File: src/rtl/txb_pkg.sv
package txb_pkg;
  typedef enum logic [1:0] {
    IRQ_ON_READY   = 2'd0,
    IRQ_ON_BLOCK   = 2'd1,
    IRQ_ON_FSYNC   = 2'd2,
    IRQ_ON_SYNCERR = 2'd3
  } irq_mode_e;

  localparam int BUF_WORDS = 2;
  localparam int ADDR_W    = 2;
  localparam logic [ADDR_W-1:0] ADDR_LO   = 2'd0;
  localparam logic [ADDR_W-1:0] ADDR_CTRL = 2'd2;
  localparam int SERR_BIT  = 2;
endpackage

File: src/rtl/txb_buffer.sv
module txb_buffer
  import txb_pkg::*;
#(
  parameter int WORD_W = 16
) (
  input  logic                        clk,
  input  logic                        rst_n,
  input  logic                        tx_rst,
  input  logic                        wr_en,
  input  logic [ADDR_W-1:0]           wr_addr,
  input  logic [WORD_W-1:0]           wr_data,
  input  logic                        ld_ready,
  input  logic                        word_done,
  output logic                        ld_valid,
  output logic [BUF_WORDS*WORD_W-1:0] ld_data,
  output logic                        rdy,
  output logic                        empty_n
);
  logic commit, take;

  assign commit = wr_en && (wr_addr == ADDR_LO);
  assign take   = ld_valid && ld_ready;

  for (genvar g = 0; g < BUF_WORDS; g++) begin : g_word
    logic [WORD_W-1:0] word_q;
    always_ff @(posedge clk) begin
      if (!rst_n) word_q <= '0;
      else if (wr_en && wr_addr == ADDR_W'(g)) word_q <= wr_data;
    end
    assign ld_data[g*WORD_W +: WORD_W] = word_q;
  end

  always_ff @(posedge clk) begin
    if (!rst_n || tx_rst) begin
      ld_valid <= 1'b0;
      rdy      <= 1'b0;
      empty_n  <= 1'b0;
    end else if (commit) begin
      ld_valid <= 1'b1;
      rdy      <= 1'b0;
      empty_n  <= 1'b1;
    end else begin
      if (take) begin
        ld_valid <= 1'b0;
        rdy      <= 1'b1;
      end
      if (word_done && !ld_valid) empty_n <= 1'b0;
    end
  end

  AST_LOW_WRITE_COMMITS: assert property (@(posedge clk) disable iff (!rst_n)
    (commit && !tx_rst) |=> (ld_valid && !rdy && empty_n));
  AST_COPY_SETS_READY: assert property (@(posedge clk) disable iff (!rst_n)
    (take && !commit && !tx_rst) |=> (rdy && !ld_valid));
  AST_EMPTY_ON_DRY: assert property (@(posedge clk) disable iff (!rst_n)
    (word_done && !ld_valid && !commit && !tx_rst) |=> !empty_n);
  AST_TXRST_FLAGS: assert property (@(posedge clk) disable iff (!rst_n)
    tx_rst |=> (!rdy && !empty_n && !ld_valid));
endmodule

File: src/rtl/txb_ctrl.sv
module txb_ctrl
  import txb_pkg::*;
(
  input  logic      clk,
  input  logic      rst_n,
  input  logic      tx_rst,
  input  logic      ctrl_wr,
  input  logic [1:0] ctrl_mode,
  input  logic      ctrl_serr,
  input  logic      fsync_err,
  output irq_mode_e mode,
  output logic      sync_err
);
  always_ff @(posedge clk) begin
    if (!rst_n) begin
      mode     <= IRQ_ON_READY;
      sync_err <= 1'b0;
    end else begin
      if (ctrl_wr) mode <= irq_mode_e'(ctrl_mode);
      if (tx_rst)         sync_err <= 1'b0;
      else if (fsync_err) sync_err <= 1'b1;
      else if (ctrl_wr)   sync_err <= ctrl_serr;
    end
  end

  AST_SERR_STICKY: assert property (@(posedge clk) disable iff (!rst_n)
    (sync_err && !tx_rst && !(ctrl_wr && !ctrl_serr)) |=> sync_err);
  AST_SERR_SET_WINS: assert property (@(posedge clk) disable iff (!rst_n)
    (fsync_err && !tx_rst) |=> sync_err);
  AST_SERR_TXRST: assert property (@(posedge clk) disable iff (!rst_n)
    tx_rst |=> !sync_err);
endmodule

File: src/rtl/txb_events.sv
module txb_events
  import txb_pkg::*;
(
  input  logic      clk,
  input  logic      rst_n,
  input  irq_mode_e mode,
  input  logic      rdy,
  input  logic      sync_err,
  input  logic      fsync,
  input  logic      blk_done,
  input  logic      mc_en,
  output logic      irq,
  output logic      dma_evt
);
  localparam int N_FLAGS = 2;
  localparam int F_RDY   = 0;
  localparam int F_SERR  = 1;

  logic [N_FLAGS-1:0] lvl, lvl_q, rise;
  logic               irq_sel;

  assign lvl  = {sync_err, rdy};
  assign rise = lvl & ~lvl_q;

  always_comb begin
    unique case (mode)
      IRQ_ON_READY:   irq_sel = rise[F_RDY];
      IRQ_ON_BLOCK:   irq_sel = blk_done && mc_en;
      IRQ_ON_FSYNC:   irq_sel = fsync;
      IRQ_ON_SYNCERR: irq_sel = rise[F_SERR];
      default:        irq_sel = 1'b0;
    endcase
  end

  always_ff @(posedge clk) begin
    if (!rst_n) begin
      lvl_q   <= '0;
      irq     <= 1'b0;
      dma_evt <= 1'b0;
    end else begin
      lvl_q   <= lvl;
      irq     <= irq_sel;
      dma_evt <= rise[F_RDY];
    end
  end

  AST_DMA_ONE_CYCLE: assert property (@(posedge clk) disable iff (!rst_n)
    dma_evt |=> !dma_evt);
  AST_DMA_ON_READY: assert property (@(posedge clk) disable iff (!rst_n)
    $rose(rdy) |=> dma_evt);
  AST_IRQ_READY: assert property (@(posedge clk) disable iff (!rst_n)
    (mode == IRQ_ON_READY && $rose(rdy)) |=> (irq && dma_evt));
  AST_IRQ_BLOCK_GATED: assert property (@(posedge clk) disable iff (!rst_n)
    (mode == IRQ_ON_BLOCK && !(blk_done && mc_en)) |=> !irq);
  AST_IRQ_FSYNC: assert property (@(posedge clk) disable iff (!rst_n)
    (mode == IRQ_ON_FSYNC && fsync) |=> irq);
  AST_IRQ_SYNCERR: assert property (@(posedge clk) disable iff (!rst_n)
    (mode == IRQ_ON_SYNCERR && $rose(sync_err)) |=> irq);
endmodule

File: src/rtl/txbuf_irq_ctrl.sv
module txbuf_irq_ctrl
  import txb_pkg::*;
#(
  parameter int WORD_W = 16
) (
  input  logic                        clk,
  input  logic                        rst_n,
  input  logic                        tx_rst,
  input  logic                        wr_en,
  input  logic [1:0]                  wr_addr,
  input  logic [WORD_W-1:0]           wr_data,
  input  logic                        ld_ready,
  output logic                        ld_valid,
  output logic [2*WORD_W-1:0]         ld_data,
  input  logic                        word_done,
  input  logic                        fsync,
  input  logic                        fsync_err,
  input  logic                        blk_done,
  input  logic                        mc_en,
  output logic                        rdy,
  output logic                        empty_n,
  output logic                        sync_err,
  output logic [1:0]                  irq_mode,
  output logic                        irq,
  output logic                        dma_evt
);
  irq_mode_e mode;
  logic      ctrl_wr;

  assign ctrl_wr  = wr_en && (wr_addr == ADDR_CTRL);
  assign irq_mode = mode;

  txb_buffer #(.WORD_W(WORD_W)) u_buf (
    .clk(clk), .rst_n(rst_n), .tx_rst(tx_rst),
    .wr_en(wr_en), .wr_addr(wr_addr), .wr_data(wr_data),
    .ld_ready(ld_ready), .word_done(word_done),
    .ld_valid(ld_valid), .ld_data(ld_data),
    .rdy(rdy), .empty_n(empty_n)
  );

  txb_ctrl u_ctrl (
    .clk(clk), .rst_n(rst_n), .tx_rst(tx_rst),
    .ctrl_wr(ctrl_wr), .ctrl_mode(wr_data[1:0]), .ctrl_serr(wr_data[SERR_BIT]),
    .fsync_err(fsync_err), .mode(mode), .sync_err(sync_err)
  );

  txb_events u_evt (
    .clk(clk), .rst_n(rst_n), .mode(mode),
    .rdy(rdy), .sync_err(sync_err),
    .fsync(fsync), .blk_done(blk_done), .mc_en(mc_en),
    .irq(irq), .dma_evt(dma_evt)
  );

  AST_MODE_FROM_CTRL: assert property (@(posedge clk) disable iff (!rst_n)
    ctrl_wr |=> (irq_mode == $past(wr_data[1:0])));
endmodule

File: config.mk
export PLATFORM = sky130hd
export DESIGN_NAME = txbuf_irq_ctrl
export DESIGN_NICKNAME = d
export VERILOG_FILES = /design/src/rtl/txb_pkg.sv /design/src/rtl/txb_buffer.sv /design/src/rtl/txb_ctrl.sv /design/src/rtl/txb_events.sv /design/src/rtl/txbuf_irq_ctrl.sv
export SDC_FILE = /design/constraint.sdc
export NUM_CORES = 1
export LEC_CHECK = 0
export BUFFER_PORTS_ARGS = -buffer_cell sky130_fd_sc_hd__buf_2
export CORE_MARGIN = 2
export CORE_UTILIZATION = 25
export CTS_CLUSTER_SIZE = 16
export DETAILED_ROUTE_END_ITERATION = 16
export GPL_TIMING_DRIVEN = 0
export PLACE_DENSITY = 0.52
export SETUP_SLACK_MARGIN = 0.15
export SLEW_MARGIN = 0
export SYNTH_ARGS = -nofsm -noshare
export SYNTH_HDL_FRONTEND = slang
export SYNTH_SLANG_ARGS = --single-unit
File: constraint.sdc
create_clock -name clk -period 1.2 [get_ports clk]
set_input_delay 0 -clock clk [delete_from_list [all_inputs] [get_ports clk]]
set_output_delay 0 -clock clk [all_outputs]
set_load 0.05 [all_outputs]
Word level (Yosys, flattened, before mapping)
Cells that the tools add are included.
{"block": "classes", "eq_ne": 5, "muxes": 7, "bitwise_logic": 3, "n_reduce_logical": 16}
{"cell": "$eq 2x2->1 const B", "count": 3}
{"cell": "$logic_and 1x1->1", "count": 6}
{"cell": "$mux 1", "count": 6}
{"cell": "$reduce_bool 2->1", "count": 3}
{"cell": "$eq 2x1->1 const B", "count": 2}
{"cell": "$logic_not 2->1", "count": 2}
{"cell": "$pmux 1 s4", "count": 1}
{"cell": "$reduce_or 2->1", "count": 2}
{"cell": "$and 2x2->2", "count": 1}
{"cell": "$logic_not 1->1", "count": 2}
{"cell": "$not 2->2", "count": 1}
{"cell": "$logic_or 1x1->1", "count": 1}
{"cell": "$not 1->1", "count": 1}
{"block": "word_totals", "regBits": 42, "in_bits": 28, "out_inout_bits": 40, "word_cells": 41}

Longest topological paths before layout
{"block": "logic_depth", "depth_word": 4, "ltp_mapped": 5, "depth_no_buf": 3}

By module
From an unflattened synthesis, not the netlist that was laid out.
{"block": "hier_totals", "hier_cells": 163, "hier_area_um2": 1577.8}
{"mod": "txb_buffer", "n_inst": 1, "cells_each": 137, "area_each_um2": 1315.0, "seq_area_each_um2": 700.7}
{"mod": "txb_events", "n_inst": 1, "cells_each": 14, "area_each_um2": 136.4, "seq_area_each_um2": 80.1}
{"mod": "txb_ctrl", "n_inst": 1, "cells_each": 11, "area_each_um2": 117.6, "seq_area_each_um2": 60.1}
{"mod": "txbuf_irq_ctrl", "n_inst": 1, "cells_each": 1, "area_each_um2": 8.8, "seq_area_each_um2": 0.0}

Worst setup path before layout
OpenSTA, ideal clock, no wires.
{"block": "synth_path", "kind": "reg-to-reg", "startpoint": "reg u_ctrl.mode[1]", "endpoint": "reg u_evt.irq", "setup_time_ps": 60, "t_arrival_ps": 1087, "setup_slack_ps": 53, "stages_incl_launch_ff": 4, "n_path_buf": 0, "synth_period_minus_slack_ps": 1147, "cell_sequence": "dfxtp_1 -> nand2_1 -> o221ai_1 -> and3_1"}
{"block": "synth_via", "elab_chain_len": 2}
{"item": "start, declared", "line": "txb_ctrl.sv:11", "rtl": "output irq_mode_e mode,"}
{"item": "start signal, assigned", "line": "txb_ctrl.sv:19", "rtl": "if (ctrl_wr) mode <= irq_mode_e'(ctrl_mode);"}
{"item": "$eq 2x2->1 (tied with other cells)", "line": "txb_events.sv:26", "rtl": "unique case (mode)"}
{"item": "$pmux 1 s4 (*)", "line": "txb_events.sv:26"}
{"item": "end signal, assigned", "line": "txb_events.sv:42", "rtl": "irq <= irq_sel;"}
{"item": "end, declared", "line": "txb_events.sv:12", "rtl": "output logic irq,"}
Every way passes the cells marked *; elsewhere a longest branch is shown, timed or not.
A chain may end at the register's enable or synchronous reset.

Final worst setup path
{"block": "layout_path", "startpoint": "reg u_ctrl.mode[1]", "endpoint": "out irq_mode[1]"}
{"item": "end, declared", "line": "txbuf_irq_ctrl.sv:23", "rtl": "output logic [1:0] irq_mode,"}
No word-level cell between the ends.

==> results.tsv <==
stage	metric	value	unit
run_status	outcome	finished clean	
floorplan	core-area	5850	µm²
critical_path	critPathMaxStageDelay	370	ps
critical_path	timing.rr.start	u_ctrl.mode[1]$_SDFFE_PN0P_	
cts	numCtsBuffers	5	
placement	dp_slack	67.5	ps
routing	antenna_left	0	
pwr	power	2850	µW
critical_path	worst_ep_required_time	1200	ps
floorplan	num_io_pins	68	
critical_path	path_class	reg -> out	
critical_path	worstSetupEndpointType	output port	
cts	clock_sinks	42	
synth	synth_common_cells	nand2_1 (66), dfxtp_1 (42), a21oi_1 (34)	
pwr	ir_drop	352	µV
placement	numPortBuffers	67	
critical_path	crit_buf_inv	1	
cts	cts_root_buffer	clkbuf_8	
global_route	grt_pass1_vias	1337	
synth	syn_area	1500	µm²
synth	synthDistinctLibCells	23	
cts	clockBufferDepth	2	
cts	postCtsSetupRepairBufs	0	
critical_path	cp_cell_sequence	buf_2	
sta	finClkSkew	0.811	ps
routing	dr.pass1.iters	4	
cts	cts_resized	0	
routing	vias	1458	
synth	yosysWarnings	0	
finish	finalNetCount	299	
synth	yosysTopAreaCell	dfxtp_1	
placement	gp_congestion	0.761	
synth	synth-seq-area-share	56.2	%
sta	rsz0062_at_grt	false	
floorplan	start_util	25.6	%
global_route	grt_overflow	0	
floorplan	dieArea	6620	µm²
sta	layout_setup_ws	261	ps
pwr	p_leak	0.000991	µW
finish	diodes	0	
synth	synthCells	178	
critical_path	cp_slowest_cell	dfxtp_2	
sta	min_period	939	ps
sta	worst_pin_slew	496	ps
synth	synth-edff-count	0	
sta	final_max_slew_viol_count	0	
cts	clk_pin_slew	80	ps
cts	h-tree-depth	2	
sta	max_clock_freq	1070	MHz
synth	synth_top_area_share	56.2	%
finish	stdcell_area	2220	µm²
routing	drt_iter0_markers	47	
sta	setup_viol	0	
critical_path	crit_family	flip-flops	
global_route	antenna_found_initial	0	
sta	tns	0	ps
sta	hold_viol_final	0	
hold_path	hold_path_class	in -> reg	
synth	synth_fp_nets	206	
routing	wire_per_inst	12.1	µm
finish	syn_to_final_growth	48.2	%
finish	fin_util	37.9	%
sta	relSlewSlack	67.0	%
synth	synthFlopType	dfxtp_1	
finish	drive_gt1_share	32.7	%
placement	place_area	1930	µm²
cts	cts_tree	built	
synth	synth.most_common_cell	nand2_1	
finish	fillers	648	
routing	vias_per_cell	4.20	
global_route	grt_pass1_wl	6460	µm
cts	cts_hold_buffers	19	
critical_path	start_kind	flop	
floorplan	dieHeight	81.4	µm
sta	fin_crit_sh	78.2	%
floorplan	die_x	81.4	µm
routing	wl	4190	µm
critical_path	critPathArrivalTime	940	ps
synth	avgSynthCellArea	8.41	µm²
critical_path	path_max_fanout	6	
placement	dpl.hpwl	3020	µm
global_route	grt_max_degree	14	
floorplan	rows	28	
job	max_cap_viol_count	0	
synth	synth-seq-cells	42	
synth	async_flop_share	0	%
cts	insertion_delay	290	ps
routing	drcViolationCount	0	
pwr	power_density	1290	nW/µm²
global_route	grt_util_all_layers	13.1	%
synth	synth_area_leaders	dfxtp_1 (56%), nand2_1 (17%), a21oi_1 (11%)	
hold_path	hp-start	fsync	
critical_path	setup.worst_path.start	u_ctrl.mode[1]$_SDFFE_PN0P_	
area by class of cell:
type	count	area, µm²	area share [%]
Multi-Input combinational cell	125	596	26.9
Clock inverter	2	12.5	0.564
Sequential cell	42	847	38.2
Clock buffer	6	82.6	3.72
Inverter	2	7.51	0.339
Tap cell	75	93.8	4.23
Buffer	9	52.6	2.37
Timing Repair Buffer	86	526	23.7
cell usage in the layout (no fill, tap or decap):
cell type	n
clkinv_2	1
o21ai_0	2
dfxtp_2	5
and3_1	1
clkbuf_8	6
nor3b_4	1
mux2i_1	2
clkinvlp_4	1
clkinv_1	1
a21oi_2	2
buf_2	70
o221ai_1	1
dfxtp_1	37
or3b_1	1
buf_4	2
and2_1	2
dlygate4sd3_1	19
nor3_1	2
inv_1	1
nand2b_1	3
nand2_1	66
buf_6	1
a21oi_1	34
nor2_1	4
a211oi_1	1
clkbuf_1	3
and3b_1	1
nand3b_1	2
final timing paths:
path	end	slack, ps	cells past startpoint
max reg2reg	u_evt.irq$_SDFF_PN0_	390	3
max	irq_mode[1]	260	1
min	u_evt.irq$_SDFF_PN0_	60	4
min reg2reg	u_buf.g_word[1].word_q[14]$_SDFFE_PN0P_	450	2
registers in the layout, indices dropped and copies added (netlist names):
name                 count
u_buf.empty_n            1
u_buf.g_word.word_q     32
u_buf.ld_valid           1
u_buf.rdy                1
u_ctrl.mode              2
u_ctrl.sync_err          1
u_evt.dma_evt            1
u_evt.irq                1
u_evt.lvl_q              2
cells by family (layout without fill, tap and decap cells):
logic type / Yosys count / in the layout / synth area share, %
buffers and inverters: 11 / 105 / 4.01
multiplexers: 2 / 2 / 1.34
AND/OR/NAND/NOR: 83 / 83 / 24.2
flip-flops: 42 / 42 / 56.2
AO/OA/AOI/OAI: 40 / 40 / 14.3
routing by layer:
| layer | GRT usage [%] | routed length, µm | up-vias |
|---|---|---|---|
| li1 | - | - | 766 |
| met4 | 4.07 | 57 | 0 |
| met5 | 0 | 0 | - |
| met1 | 16.1 | 1890 | 661 |
| met3 | 3.56 | 193 | 5 |
| met2 | 22.1 | 2050 | 26 |
report_power, final:
| part | switching [µW] | internal, µW | leakage [µW] | total, µW |
|---|---|---|---|---|
| clock | 498 | 463 | 0.0000472 | 960 |
| sequential | 21.4 | 1440 | 0.000343 | 1460 |
| combinational | 283 | 148 | 0.000600 | 431 |
stage by stage:
| step | hold slack (ps) | cells |
|---|---|---|
| 2_1_floorplan | 127 | 178 |
| 3_3_place_gp | 256 | 320 |
| 3_5_place_dp | 260 | 320 |
| 4_1_cts | 47.0 | 347 |
| 5_1_grt | 56.2 | 347 |
| 6_report | 55.5 | 347 |
Power figures use the tool's default switching activity.
